<file path="src/rtl/audclk_pkg.sv">
package audclk_pkg;

    parameter int MCLK_PER_FS = 256;
    parameter int BCLK_DIV    = 4;
    parameter int PHASE_TOL   = 10;
    parameter int TIMEOUT     = 512;
    parameter int SYNC_STAGES = 2;

    typedef struct packed {
        logic master;
        logic dbl;
    } mode_t;

    function automatic logic interval_ok(int unsigned interval, int unsigned nominal,
                                         int unsigned tol);
        return (interval + tol >= nominal) && (interval <= nominal + tol);
    endfunction

endpackage

</file>
<file path="src/rtl/audclk_sync.sv">
module audclk_sync #(
    parameter int STAGES = 2
) (
    input  logic clk,
    input  logic rst,
    input  logic d,
    output logic q
);
    logic [STAGES-1:0] chain;

    generate
        if (STAGES == 1) begin : g_single
            always_ff @(posedge clk) begin
                if (rst) chain <= '0;
                else     chain <= d;
            end
        end else begin : g_multi
            always_ff @(posedge clk) begin
                if (rst) chain <= '0;
                else     chain <= {chain[STAGES-2:0], d};
            end
        end
    endgenerate

    assign q = chain[STAGES-1];
endmodule

</file>
<file path="src/rtl/audclk_divider.sv">
module audclk_divider #(
    parameter int RATIO     = 256,
    parameter int BCLK_DIV  = 4,
    localparam int CNT_W    = $clog2(RATIO),
    localparam int BCLK_BIT = $clog2(BCLK_DIV) - 1,
    localparam int FCLK_BIT = CNT_W - 1
) (
    input  logic clk,
    input  logic rst,
    input  logic restart,
    input  logic enable,
    output logic bclk,
    output logic fclk
);
    logic [CNT_W-1:0] count_q;

    always_ff @(posedge clk) begin
        if (rst || restart) count_q <= '0;
        else                count_q <= count_q + 1'b1;
    end

    assign bclk = enable & count_q[BCLK_BIT];
    assign fclk = enable & count_q[FCLK_BIT];
endmodule

</file>
<file path="src/rtl/audclk_frame_monitor.sv">
module audclk_frame_monitor
    import audclk_pkg::*;
#(
    parameter int NOMINAL  = 256,
    parameter int TOL      = 10,
    parameter int TIMEOUT  = 512,
    localparam int GAP_W   = $clog2(TIMEOUT + 1)
) (
    input  logic clk,
    input  logic rst,
    input  logic enable,
    input  logic restart,
    input  logic fclk_s,
    output logic phase_err,
    output logic no_clk
);
    logic             prev_q;
    logic             have_ref_q;
    logic [GAP_W-1:0] gap_q;
    logic             rise;
    logic             in_win;
    logic             timed_out;

    assign rise      = fclk_s & ~prev_q;
    assign in_win    = interval_ok(32'(gap_q), NOMINAL, TOL);
    assign timed_out = (gap_q == GAP_W'(TIMEOUT));

    always_ff @(posedge clk) begin
        if (rst || restart || !enable) begin
            prev_q     <= fclk_s;
            have_ref_q <= 1'b0;
            gap_q      <= '0;
            phase_err  <= 1'b0;
            no_clk     <= 1'b0;
        end else begin
            prev_q    <= fclk_s;
            phase_err <= 1'b0;
            if (rise) begin
                gap_q      <= GAP_W'(1);
                have_ref_q <= 1'b1;
                no_clk     <= 1'b0;
                if (have_ref_q && !in_win) phase_err <= 1'b1;
            end else if (!timed_out) begin
                gap_q <= gap_q + 1'b1;
            end else begin
                no_clk     <= 1'b1;
                have_ref_q <= 1'b0;
            end
        end
    end
endmodule

</file>
<file path="src/rtl/audclk_gen.sv">
module audclk_gen
    import audclk_pkg::*;
#(
    parameter int RATIO     = MCLK_PER_FS,
    parameter int BDIV      = BCLK_DIV,
    parameter int TOL       = PHASE_TOL,
    parameter int NOCLK_LIM = TIMEOUT,
    parameter int STAGES    = SYNC_STAGES
) (
    input  logic clk,
    input  logic rst,
    input  logic master_sel,
    input  logic dbl_speed,
    input  logic ext_fclk,
    output logic bclk_out,
    output logic fclk_out,
    output logic mclk_out,
    output logic sync_err,
    output logic no_clk
);
    mode_t mode_in;
    mode_t mode_q;
    logic  mode_chg;
    logic  chg_q;
    logic  fclk_s;
    logic  mon_err;

    assign mode_in  = '{master: master_sel, dbl: dbl_speed};
    assign mode_chg = (mode_in != mode_q);

    always_ff @(posedge clk) begin
        if (rst) begin
            mode_q <= mode_in;
            chg_q  <= 1'b0;
        end else begin
            mode_q <= mode_in;
            chg_q  <= mode_chg;
        end
    end

    audclk_divider #(.RATIO(RATIO), .BCLK_DIV(BDIV)) u_div (
        .clk     (clk),
        .rst     (rst),
        .restart (mode_chg),
        .enable  (mode_q.master),
        .bclk    (bclk_out),
        .fclk    (fclk_out)
    );

    audclk_sync #(.STAGES(STAGES)) u_sync (
        .clk (clk),
        .rst (rst),
        .d   (ext_fclk),
        .q   (fclk_s)
    );

    audclk_frame_monitor #(.NOMINAL(RATIO), .TOL(TOL), .TIMEOUT(NOCLK_LIM)) u_mon (
        .clk       (clk),
        .rst       (rst),
        .enable    (!mode_q.master),
        .restart   (mode_chg),
        .fclk_s    (fclk_s),
        .phase_err (mon_err),
        .no_clk    (no_clk)
    );

    assign mclk_out = clk & mode_q.master;
    assign sync_err = chg_q | mon_err;
endmodule

</file>
<file path="config.mk">
export PLATFORM = sky130hd
export DESIGN_NAME = audclk_gen
export DESIGN_NICKNAME = d
export VERILOG_FILES = /design/src/rtl/audclk_pkg.sv /design/src/rtl/audclk_sync.sv /design/src/rtl/audclk_divider.sv /design/src/rtl/audclk_frame_monitor.sv /design/src/rtl/audclk_gen.sv
export SDC_FILE = /design/constraint.sdc
export NUM_CORES = 1
export LEC_CHECK = 0
export ABC_AREA = 1
export BUFFER_PORTS_ARGS = -buffer_cell sky130_fd_sc_hd__buf_4
export CORE_ASPECT_RATIO = 0.8
export CORE_MARGIN = 3
export CORE_UTILIZATION = 41
export CTS_BUF_LIST = sky130_fd_sc_hd__clkbuf_8
export DETAILED_ROUTE_END_ITERATION = 8
export REMOVE_ABC_BUFFERS = 1
export SYNTH_ARGS = -nofsm -noshare
export SYNTH_HDL_FRONTEND = slang
export SYNTH_SLANG_ARGS = --single-unit
</file>
<file path="constraint.sdc">
create_clock -name clk -period 1.3 [get_ports clk]
set_clock_uncertainty 0.1 [all_clocks]
set_input_delay 0.065 -clock clk [delete_from_list [all_inputs] [get_ports clk]]
set_output_delay 0.065 -clock clk [all_outputs]
set_load 0.01 [all_outputs]
</file>
# Yosys cells after proc, flatten, opt, wreduce, memory -nomap -nowiden

Index checks and enable logic that the tools add are counted.

Register bits: 27
Bits in latches: 0
RAM bits: 0
ROM bits: 0
Bits of input ports: 5
Output and inout port bits: 5
Word-level logic and storage cells: 39
Memories: 0

Add/sub/neg operators: 3
Multiply operators: 0
Div/mod/pow operators: 0
Order comparisons: 2
Equality and inequality tests: 3
Shift operators: 0
Mux-type cells: 5
Bitwise logic cells: 7
Reduce and logical (&&, ||, !) cells: 8

Operators with widths:

| cell                  | number |
|---|---|
| $ge 32x9->1 const B   | 1 |
| $add 10x4->11 const B | 1 |
| $add 10x1->10 const B | 1 |
| $eq 10x10->1 const B  | 1 |
| $le 10x9->1 const B   | 1 |
| $add 8x1->8 const B   | 1 |
| $mux 1                | 5 |
| $and 1x1->1           | 4 |
| $reduce_or 2->1       | 2 |
| $logic_and 1x1->1     | 2 |
| $logic_or 1x1->1      | 2 |
| $ne 2x1->1 const B    | 1 |
| $ne 2x2->1            | 1 |
| $not 1->1             | 2 |
| $reduce_bool 2->1     | 1 |
| $logic_not 1->1       | 1 |
| $or 1x1->1            | 1 |

# Depth between registers and ports, before layout

Gate-level depths: netlist of the first run.

Depth in word-level cells: 6
Mapped depth: 9
Depth with buffers taken out: 9

# By module

From an unflattened synthesis of the first run, not the netlist that was laid out.

Cells, all modules: 179
Area total of the unflattened synthesis: 1283.7 um^2

By module, submodules not included:

| module               | times used | cells an instance | area an instance (um^2) | sequential area each (um^2) |
|---|---|---|---|---|
| audclk_frame_monitor | 1          | 104               | 745.7                   | 280.3 |
| audclk_divider       | 1          | 50                | 352.8                   | 160.2 |
| audclk_gen           | 1          | 19                | 130.1                   | 60.1 |
| audclk_sync          | 1          | 6                 | 55.1                    | 40.0 |

==> results of run 1 <==
-- final timing paths --
path	start	end	slack [ns]	depth (start not counted)
worst max-delay path	u_mon.gap_q[1]$_SDFFE_PP0P_	u_mon.have_ref_q$_SDFFE_PP0P_	0.005	8
worst min-delay path	u_sync.chain[1]$_SDFF_PP0_	u_mon.prev_q$_DFF_P_	0.26	0
worst max register to register	u_mon.gap_q[1]$_SDFFE_PP0P_	u_mon.have_ref_q$_SDFFE_PP0P_	0.005	8
worst min register to register	u_sync.chain[1]$_SDFF_PP0_	u_mon.prev_q$_DFF_P_	0.26	0
-- kinds of logic after synthesis --
group	after synthesis	share of synthesized area, %
simple gates	93	33.1
buf+inv	34	10.6
flops	27	41.9
xor+xnor	10	7.38
compound gates	8	3.11
fa+ha+maj	4	3.88
-- synth_stat cells --
master / n / share of area (%)
sky130_fd_sc_hd__a21oi_1: 7 / 2.7
sky130_fd_sc_hd__dfxtp_1: 27 / 42
sky130_fd_sc_hd__nor2_4: 1 / 0.87
sky130_fd_sc_hd__nand2_1: 34 / 9.9
sky130_fd_sc_hd__o21ai_0: 1 / 0.39
sky130_fd_sc_hd__or2_2: 1 / 0.49
sky130_fd_sc_hd__nor3_1: 3 / 1.2
sky130_fd_sc_hd__inv_1: 32 / 9.3
sky130_fd_sc_hd__nand3_1: 14 / 5.4
sky130_fd_sc_hd__nand2_4: 1 / 0.87
sky130_fd_sc_hd__nor2_1: 31 / 9.0
sky130_fd_sc_hd__nand3_4: 1 / 1.4
sky130_fd_sc_hd__nor3_2: 1 / 0.78
sky130_fd_sc_hd__buf_6: 1 / 0.87
sky130_fd_sc_hd__xnor2_2: 1 / 1.3
sky130_fd_sc_hd__nand3b_1: 1 / 0.58
sky130_fd_sc_hd__buf_2: 1 / 0.39
sky130_fd_sc_hd__nor3b_1: 2 / 1.2
sky130_fd_sc_hd__nand4_1: 2 / 0.97
sky130_fd_sc_hd__ha_1: 4 / 3.9
sky130_fd_sc_hd__xor2_1: 8 / 5.4
sky130_fd_sc_hd__nor2_2: 1 / 0.49
sky130_fd_sc_hd__xnor2_1: 1 / 0.68
-- metal layers --
| metal | up-vias | part of all wire [%] |
|---|---|---|
| met5 | - | 0 |
| met2 | 16 | 48 |
| met4 | 0 | 1.5 |
| met3 | 3 | 2.9 |
| met1 | 498 | 47 |
| li1 | 596 | - |
-- through the flow --
| stage | cells | power [mW] | cell area [sq um] | hold WS [ns] |
|---|---|---|---|---|
| 6_report | 244 | 1.70 | 1710 | 0.256 |
| 5_1_grt | 244 | 1.78 | 1710 | 0.269 |
| 4_1_cts | 242 | 1.72 | 1630 | 0.250 |
| 3_5_place_dp | 231 | 1.01 | 1460 | 0.102 |
| 3_3_place_gp | 231 | 1.00 | 1460 | 0.0991 |
| 2_1_floorplan | 174 | 0.946 | 1270 | -0.00728 |
-- repair_timing --
| item | CTS | global route |
|---|---|---|
| buffers inserted | 1 | 2 |
| endpoints found under the setup margin | 11 | 16 |
| pin swaps | 5 | 9 |
| hold buffers | 4 | 0 |
| endpoints found under the hold margin | 9 | 0 |
| gates resized for setup | 13 | 22 |
-- area by class of cell --
type / count / area share, %
Inverter: 31 / 6.94
Clock inverter: 2 / 0.439
Tap cell: 38 / 2.78
Sequential cell: 27 / 32.5
Multi-Input combinational cell: 115 / 40.6
Clock buffer: 7 / 5.26
Timing Repair Buffer: 24 / 11.5
-- power by group --
group / internal, mW / total [mW] / switching [mW]
clock network: 0.432 / 0.740 / 0.307
logic: 0.0554 / 0.108 / 0.0521
registers: 0.839 / 0.851 / 0.0122
total: 1.33 / 1.70 / 0.371
-- critical path: stages, from the launching register on --
cell and delay (ns):
sky130_fd_sc_hd__dfxtp_4 0.37, sky130_fd_sc_hd__inv_4 0.06, sky130_fd_sc_hd__ha_4 0.14, sky130_fd_sc_hd__nand3_4 0.06
sky130_fd_sc_hd__nor2_4 0.14, sky130_fd_sc_hd__nand2_2 0.08, sky130_fd_sc_hd__buf_4 0.13, sky130_fd_sc_hd__nand2_1 0.05
sky130_fd_sc_hd__a21oi_1 0.05
-- registers in the layout, indices dropped and copies added (netlist names) --
| name | count |
|---|---|
| u_mon.gap_q | 10 |
| u_div.count_q | 8 |
| mode_q | 2 |
| u_sync.chain | 2 |
| chg_q | 1 |
| u_mon.have_ref_q | 1 |
| u_mon.no_clk | 1 |
| u_mon.phase_err | 1 |
| u_mon.prev_q | 1 |
==> flow_summary.ini, run 1 <==
[sta]
slew-limit-headroom_pct = 83.8
timing.final.max_slew_violations = 0
final_min_period_over_clock_period_pct = 99.6
timing_hold_violations_final = 0
tightestPinTransition_ns = 0.241
finalSetupViolCount = 0
final.setup.worst_slack_ns = 0.00456
finalCriticalPeriod_ns = 1.30
achievable-frequency_mhz = 772
grt_setup_unrepaired = true
totalNegativeSetupSlack_ns = 0

[global_routing]
grt_pass1_wl_microns = 4330
global_route.usage.met2_pct = 22.4
via_count_of_the_first_global_routing_pass = 1081
gr_layer_usage_met3_pct = 5.25
global_route.peak_usage_layer = met2
grtUsageTotal_pct = 15.1
grt_antenna_before_repair = 0
pin_count_of_the_biggest_net_entering_global_routing = 15
grt_residual_overflow = 0
global_route.usage.met1_pct = 17.8

[placed_design]
dpl_worst_slack_ns = -0.132
gp_routability_congestion = 0.797
portBuffers = 9
place_hpwl_microns = 1770

[detailed_routing]
drtIter0Drc = 40
drc_errors = 0
routed_wire_length_per_instance_microns = 10.6
antenna_violating_nets_post_route = 0
drt-total-wl_microns = 2580
drt_first_pass_iters = 4
vias = 1113
routed_via_density = 4.56

[floorplan]
start_util_pct = 44.9
die_area_sq_mm = 0.00386
height_of_the_die_microns = 56.1
rows = 17
fp.dieW_microns = 68.7
boundaryPins = 10
core-area_sq_mm = 0.00287

[outcome]
outcome = completed

[finish]
most_common_cell_after_layout_fill_and_taps_aside = sky130_fd_sc_hd__nand2_1
post_route_cells_drive_above_1_share_pct = 28.2
fill_cell_count = 263
antenna_cells_inserted = 0
finish.utilization_pct = 59.6
seq_area_sq_um = 556
layout.cells.most_common_list = sky130_fd_sc_hd__nand2_1, sky130_fd_sc_hd__inv_1, sky130_fd_sc_hd__nor2_1
finalNetCount = 216
area_delta_synth_final_pct = 32.8
total_area_of_multi_input_combinational_cells_sq_um = 694

[critical_path]
critPathMaxFanout = 5
critPathRequiredTime_ns = 1.46
critical_path.startpoint_type = flip-flop
worstSetupPathType = flip-flop to flip-flop
timing.critical_path.arrival_ns = 1.46
crit_path_end_kind = flip-flop

[synthesis]
synth.cell_area_sq_mm = 0.00129
warning_count_from_the_yosys_run = 0
yosys.cell_types.count = 23
synthCells = 176
synth-seq-cells = 27
mean_instance_size_in_the_synthesized_netlist_sq_um = 7.32
yosysSeqAreaShare_pct = 41.9

[pwr]
static-leakage-power_nw = 0.733
maximum_vdd_drop_uv = 752
power_per_standard_cell_area_mw_per_mm2 = 992

[cts]
clk_transition_reported_paths_ns = 0.09
tritoncts = done
insertion_delay_ns = 0.37

[run]
cap_violations = 0

[min_path]
hp-class = flip-flop to flip-flop
Note: power is estimated with default switching activity, not from simulation.
==> run 2: changes to the inputs <==
--- a/config.mk
+++ b/config.mk
@@ -6,7 +6,7 @@
 export NUM_CORES = 1
 export LEC_CHECK = 0
 export ABC_AREA = 1
-export BUFFER_PORTS_ARGS = -buffer_cell sky130_fd_sc_hd__buf_4
+export BUFFER_PORTS_ARGS = -buffer_cell sky130_fd_sc_hd__buf_2
 export CORE_ASPECT_RATIO = 0.8
 export CORE_MARGIN = 3
 export CORE_UTILIZATION = 41
==> constraint.sdc (replaced) <==
create_clock -name clk -period 1.67 [get_ports clk]
set_clock_uncertainty 0.1 [all_clocks]
set_input_delay 0.0835 -clock clk [delete_from_list [all_inputs] [get_ports clk]]
set_output_delay 0.0835 -clock clk [all_outputs]
set_load 0.01 [all_outputs]
==> run 2 against run 1 <==
  * Final cell count decreased by 4.5%
  * Register-to-register slack improved by 0.20 ns
  * Utilization decreased by 7.3 points
  * Largest cell class unchanged
  * Sequential share of layout area increased by 3.5 points
  * First-iteration DRC count decreased by 23%
  * Non-clock buffer count decreased by 11
  * Critical path type unchanged
==> flow_summary.ini, run 2 (synthesis results as in run 1) <==
[sta]
finalSetupViolCount = 0
timing.final.max_slew_violations = 0
timing_hold_violations_final = 0
totalNegativeSetupSlack_ns = 0
hold-worst-slack_ns = 0.259
finalCriticalPeriod_ns = 1.47
tightestPinTransition_ns = 0.420
final_min_period_over_clock_period_pct = 87.8
slew-limit-headroom_pct = 71.9
achievable-frequency_mhz = 682
grt_setup_unrepaired = false

[finish]
reg_top3 = u_mon.gap_q (10), u_div.count_q (8)
fill_cell_count = 282
post_route_cells_drive_above_1_share_pct = 12.3
regMostFlops = u_mon.gap_q
largest_reg_flops = 10
antenna_cells_inserted = 0
area_delta_synth_final_pct = 16.5
finalNetCount = 205
layout.cells.most_common_list = sky130_fd_sc_hd__nand2_1, sky130_fd_sc_hd__inv_1, sky130_fd_sc_hd__nor2_1
finish.utilization_pct = 52.3
most_common_cell_after_layout_fill_and_taps_aside = sky130_fd_sc_hd__nand2_1

[floorplan]
fp.dieW_microns = 68.7
die_area_sq_mm = 0.00386
rows = 17
core-area_sq_mm = 0.00287
height_of_the_die_microns = 56.1
boundaryPins = 10
start_util_pct = 44.9

[critical_path]
critical_path.startpoint_type = flip-flop
timing.critical_path.arrival_ns = 1.65
worst_path_most_repeated_cell = sky130_fd_sc_hd__nand2_1
critPathMaxFanout = 5
critPathRequiredTime_ns = 1.85
worstSetupPathType = flip-flop to flip-flop
critical-path-max-stage-delay_ns = 0.34
max_stage_delay_cell_worst_path = sky130_fd_sc_hd__dfxtp_1
crit_path_end_kind = flip-flop
cells_along_the_critical_path = inv_1, ha_1, nand3_1, nor2_2, nand2_1, nand2_1, nand3_1, nand2_1, inv_1

[global_routing]
grtUsageTotal_pct = 13.7
grt_antenna_before_repair = 0
grt_residual_overflow = 0
pin_count_of_the_biggest_net_entering_global_routing = 15
via_count_of_the_first_global_routing_pass = 992
grt_pass1_wl_microns = 4040

[pwr]
power_frac_seq_pct = 50.9
static-leakage-power_nw = 0.651
p_clk_share_pct = 43.8
power_per_standard_cell_area_mw_per_mm2 = 866
total_power_mw = 1.30
power.switching_fraction_pct = 21.9
power.net_switching_uw = 285
cell_internal_pwr_mw = 1.02
combinational_fraction_of_design_power_pct = 5.3
maximum_vdd_drop_uv = 521

[cts]
insertion_delay_ns = 0.37
tritoncts = done
clk_transition_reported_paths_ns = 0.09
post_cts.repair.setup_buffers = 0

[placed_design]
gp_routability_congestion = 0.819
portBuffers = 9
place_hpwl_microns = 1650

[detailed_routing]
vias = 1049
routed_wire_length_per_instance_microns = 9.49
routed_via_density = 4.50
drt-total-wl_microns = 2210
antenna_violating_nets_post_route = 0
drt_first_pass_iters = 4
drtIter0Drc = 31
drc_errors = 0

[run]
cap_violations = 0

[min_path]
hp-class = flip-flop to flip-flop

[outcome]
outcome = completed
==> run 2: cell types whose count changed in the layout (fill, tap and decap cells not counted), moves of 2 or more <==
cell                      before  now
sky130_fd_sc_hd__buf_6         2    0
sky130_fd_sc_hd__nor2_4        4    1
sky130_fd_sc_hd__dfxtp_4       2    0
sky130_fd_sc_hd__ha_2          2    0
sky130_fd_sc_hd__dfxtp_1      19   27
sky130_fd_sc_hd__nor2_1       27   30
sky130_fd_sc_hd__buf_2         0    9
sky130_fd_sc_hd__ha_1          1    4
sky130_fd_sc_hd__nand2_2       2    0
sky130_fd_sc_hd__inv_1        30   33
sky130_fd_sc_hd__dfxtp_2       6    0
sky130_fd_sc_hd__nand2_1      32   34
sky130_fd_sc_hd__buf_4        19    1
sky130_fd_sc_hd__inv_2         2    0
==> run 2: power by group through the flow <==
stage | combinational, mW | clock [mW] | sequential (mW)
2_1_floorplan | 0.0415 | 0.0179 | 0.677
3_3_place_gp | 0.0610 | 0.0284 | 0.676
3_5_place_dp | 0.0620 | 0.0284 | 0.677
4_1_cts | 0.0694 | 0.592 | 0.662
5_1_grt | 0.0767 | 0.630 | 0.663
6_report | 0.0687 | 0.570 | 0.662
==> run 2: metrics by stage <==
step	std cells	instance area, sq um	worst slack [ns]
2_1_floorplan	174	1270	0.317
6_report	233	1500	0.205
4_1_cts	233	1500	0.152
3_3_place_gp	222	1370	0.231
5_1_grt	233	1500	0.0817
3_5_place_dp	222	1370	0.166
==> run 2: what timing repair did <==
item                       in CTS  in global routing
hold endpoints to repair        8                  0
setup endpoints to repair       0                  2
gates resized for setup         0                  1
hold buffers                    4                  0
==> run 2: final timing paths <==
check | to | cells past startpoint | from | slack [ns]
setup reg to reg | u_mon.gap_q[0]$_SDFFE_PP0P_ | 9 | u_mon.gap_q[0]$_SDFFE_PP0P_ | 0.20
hold reg to reg | u_mon.prev_q$_DFF_P_ | 0 | u_sync.chain[1]$_SDFF_PP0_ | 0.26
setup / recovery | u_mon.gap_q[0]$_SDFFE_PP0P_ | 9 | u_mon.gap_q[0]$_SDFFE_PP0P_ | 0.20
hold / removal | u_mon.prev_q$_DFF_P_ | 0 | u_sync.chain[1]$_SDFF_PP0_ | 0.26
==> run 2: cell type report <==
type                            count  area [sq um]  share of cell area (%)
Tap cell                           38          47.5                    3.17
Clock buffer                        7          87.6                    5.83
Sequential cell                    27           541                    36.0
Inverter                           31           116                    7.75
Timing Repair Buffer               13          87.6                    5.83
Clock inverter                      2          7.51                   0.500
Multi-Input combinational cell    115           614                    40.9
==> run 2: critical path: cells and delay by family, from the launching register on <==
kind          cells  cell delay, ns
flops             1            0.34
simple gates      6            0.57
fa+ha+maj         1            0.19
buf+inv           2            0.18
==> run 2: per-layer routing <==
layer / GRT usage [%] / routed length (microns) / up-vias
li1: - / - / 571
met1: 18.1 / 1150 / 457
met2: 19.2 / 943 / 16
met3: 5.05 / 81 / 5
met4: 7.08 / 34 / 0
met5: 0 / 0 / -
==> run 3: changes to the inputs <==
--- a/config.mk
+++ b/config.mk
@@ -12,7 +12,9 @@
 export CORE_UTILIZATION = 41
 export CTS_BUF_LIST = sky130_fd_sc_hd__clkbuf_8
 export DETAILED_ROUTE_END_ITERATION = 8
+export PLACE_DENSITY = 0.63
 export REMOVE_ABC_BUFFERS = 1
 export SYNTH_ARGS = -nofsm -noshare
 export SYNTH_HDL_FRONTEND = slang
+export SYNTH_HIERARCHICAL = 1
 export SYNTH_SLANG_ARGS = --single-unit
==> run 3 against run 2 <==
  * Routed wire length hardly changed
  * Fmax down 0.71%
  * Combinational power shrank 9.8%
  * Flip-flop and latch count unchanged
  * Synthesized area shrank 0.39%
  * Utilization up 0.44 points
  * Die area is 0.34% lower
  * Clock power down 0.9%
  * Critical endpoint is now u_mon/gap_q[9]$_SDFFE_PP0P_
==> flow_summary.ini, run 3 <==
[detailed_routing]
drc_errors = 0
drtIter0Drc = 40
routed_via_density = 4.58
routed_wire_length_per_instance_microns = 9.29
vias = 1091
antenna_violating_nets_post_route = 0
drt-total-wl_microns = 2210
drt_first_pass_iters = 4

[critical_path]
timing.critical_path.arrival_ns = 1.69
critical_path.startpoint_type = flip-flop
reg_to_reg_critical_path_startpoint = mode_q[1]$_DFF_P_
capture_instance_of_the_worst_register_to_register_path = u_mon/gap_q[9]$_SDFFE_PP0P_
r2r_cells = 10
critPathMaxFanout = 7
worstSetupPathType = flip-flop to flip-flop
crit_path_end_kind = flip-flop
critPathRequiredTime_ns = 1.88
reg2reg_slack_ns = 0.19

[synthesis]
synth_enable_flop_cells = 0
post_synth_main_area_contributors = sky130_fd_sc_hd__dfxtp_1, sky130_fd_sc_hd__nand2_1, sky130_fd_sc_hd__inv_1
mean_instance_size_in_the_synthesized_netlist_sq_um = 7.17
share_of_flip_flops_with_an_asynchronous_set_or_reset_after_synthesis_pct = 0
synthCells = 179
synth_top_cell_by_area = sky130_fd_sc_hd__dfxtp_1
synth.most_common_cell = sky130_fd_sc_hd__nand2_1
yosys.cell_types.count = 23
warning_count_from_the_yosys_run = 6
yosysSeqAreaShare_pct = 42.1
synthFlopType = sky130_fd_sc_hd__dfxtp_1
post_synth_most_frequent_cells = sky130_fd_sc_hd__nand2_1, sky130_fd_sc_hd__inv_1, sky130_fd_sc_hd__dfxtp_1, sky130_fd_sc_hd__nor2_1, sky130_fd_sc_hd__a21oi_1
yosysTopAreaCellShare_pct = 42.1
synth-seq-cells = 27
synth.cell_area_sq_mm = 0.00128

[outcome]
outcome = completed

[floorplan]
fp.dieW_microns = 68.6
boundaryPins = 10
die_area_sq_mm = 0.00384
start_util_pct = 44.7
height_of_the_die_microns = 56.1
core-area_sq_mm = 0.00287
rows = 17

[min_path]
min_delay_worst_endpoint = u_mon/prev_q$_DFF_P_
holdPathStages = 0
holdCritStartpoint = u_sync/chain[1]$_SDFF_PP0_
hp-class = flip-flop to flip-flop

[global_routing]
grt_pass1_wl_microns = 3880
grt_antenna_before_repair = 0
via_count_of_the_first_global_routing_pass = 943
pin_count_of_the_biggest_net_entering_global_routing = 15
grtUsageTotal_pct = 13.7
grt_residual_overflow = 0

[finish]
post_route_cells_drive_above_1_share_pct = 17.5
reg_top3 = u_mon/gap_q (10), u_div/count_q (8)
finalNetCount = 211
largest_reg_flops = 10
most_common_cell_after_layout_fill_and_taps_aside = sky130_fd_sc_hd__nand2_1
antenna_cells_inserted = 0
area_delta_synth_final_pct = 17.9
regMostFlops = u_mon/gap_q
layout.cells.most_common_list = sky130_fd_sc_hd__nand2_1, sky130_fd_sc_hd__inv_1, sky130_fd_sc_hd__dfxtp_1
fill_cell_count = 279
non_filler_instance_count_after_layout = 238

[pwr]
total_power_mw = 1.29
power_per_standard_cell_area_mw_per_mm2 = 852
static-leakage-power_nw = 0.703
maximum_vdd_drop_uv = 553

[sta]
achievable-frequency_mhz = 678
timing.final.max_slew_violations = 0
slew-limit-headroom_pct = 83.8
timing_hold_violations_final = 0
grt_setup_unrepaired = false
final_min_period_over_clock_period_pct = 88.4
finalCriticalPeriod_ns = 1.48
totalNegativeSetupSlack_ns = 0
tightestPinTransition_ns = 0.242
finalSetupViolCount = 0

[placed_design]
place_inst = 226
portBuffers = 9
gp_routability_congestion = 0.789
place_hpwl_microns = 1640

[cts]
tritoncts = done
insertion_delay_ns = 0.37
clk_transition_reported_paths_ns = 0.09
post_cts.repair.setup_buffers = 0

[run]
cap_violations = 0
run 3: cell count changes in the layout (fill, tap and decap cells not counted), sizes merged, moves of 2 or more:
cell   before  now
inv        33   35
o21ai       1    5
nand4       2    0
xnor2       2    0
nor2       33   29
nand2      35   47
xor2        8    2
nor3b       2    0
nand3      15   10
a21oi       7   13
run 3: how the worst max path moves through the flow:
stage	startpoint	end	slack, ns	cells after the start
after CTS	mode_q[1]$_DFF_P_	u_mon/gap_q[9]$_SDFFE_PP0P_	0.14	10
after floorplan	mode_q[1]$_DFF_P_	u_mon/gap_q[4]$_SDFFE_PP0P_	0.32	10
final	mode_q[1]$_DFF_P_	u_mon/gap_q[9]$_SDFFE_PP0P_	0.19	10
after global placement	mode_q[1]$_DFF_P_	u_mon/no_clk$_SDFFE_PP0N_	0.21	10
after global routing	mode_q[1]$_DFF_P_	u_mon/gap_q[3]$_SDFFE_PP0P_	0.03	10
after detailed placement	mode_q[1]$_DFF_P_	u_mon/gap_q[3]$_SDFFE_PP0P_	0.17	10
run 3: area by class of cell:
type                            count  area [sq um]  area share, %
Clock buffer                        7          87.6           5.79
Clock inverter                      2          7.51          0.496
Inverter                           33           126           8.35
Multi-Input combinational cell    118           613           40.5
Sequential cell                    27           542           35.8
Tap cell                           38          47.5           3.14
Timing Repair Buffer               13          90.1           5.95
run 3: metal layers:
metal	share of wire [%]	track usage, %	routed length (microns)	up-vias
met3	3.3	5.05	73	6
met5	0	0	0	-
met1	52	17.4	1150	489
met2	42	18.5	936	11
met4	2.3	9.35	51	0
li1	-	-	-	585
run 3: where the power goes:
group | leakage [nW] | switching, mW | total, mW | internal (mW)
logic | 0.420 | 0.0343 | 0.0620 | 0.0277
registers | 0.219 | 0.00758 | 0.662 | 0.655
clock network | 0.0632 | 0.235 | 0.565 | 0.330
run 3: kinds of logic after synthesis:
family	Yosys count	synth area share, %
adders and majority gates	5	4.87
AOI/OAI and AO/OA	18	7.31
buffers and inverters	34	10.1
and+or+nand+nor	93	34.2
xor gates and xnor gates	2	1.36
DFF	27	42.1
run 3: worst max-delay path: stages, from the launching register on:
cell and delay, ns:
sky130_fd_sc_hd__dfxtp_2 0.37, sky130_fd_sc_hd__inv_2 0.05, sky130_fd_sc_hd__nand2_2 0.05, sky130_fd_sc_hd__nand2_2 0.04
sky130_fd_sc_hd__nor2_2 0.11, sky130_fd_sc_hd__inv_1 0.07, sky130_fd_sc_hd__nor2_1 0.09, sky130_fd_sc_hd__nand2_1 0.11
sky130_fd_sc_hd__nor2_4 0.18, sky130_fd_sc_hd__inv_1 0.11, sky130_fd_sc_hd__a21oi_1 0.13
run 3: what timing repair did:
item	CTS	global route
hold buffers	5	0
endpoints found under the setup margin	0	3
hold endpoints to repair	9	0
gates resized for setup	0	1
run 3: stage by stage:
step           worst slack (ns)  util [%]  area (sq um)  hold WS (ns)
5_1_grt                  0.0323      52.7          1510         0.269
3_3_place_gp              0.209      47.9          1380         0.114
2_1_floorplan             0.316         -          1280        0.0112
4_1_cts                   0.136      52.7          1510         0.261
6_report                  0.194      52.7          1510         0.259
3_5_place_dp              0.172      47.9          1380         0.122
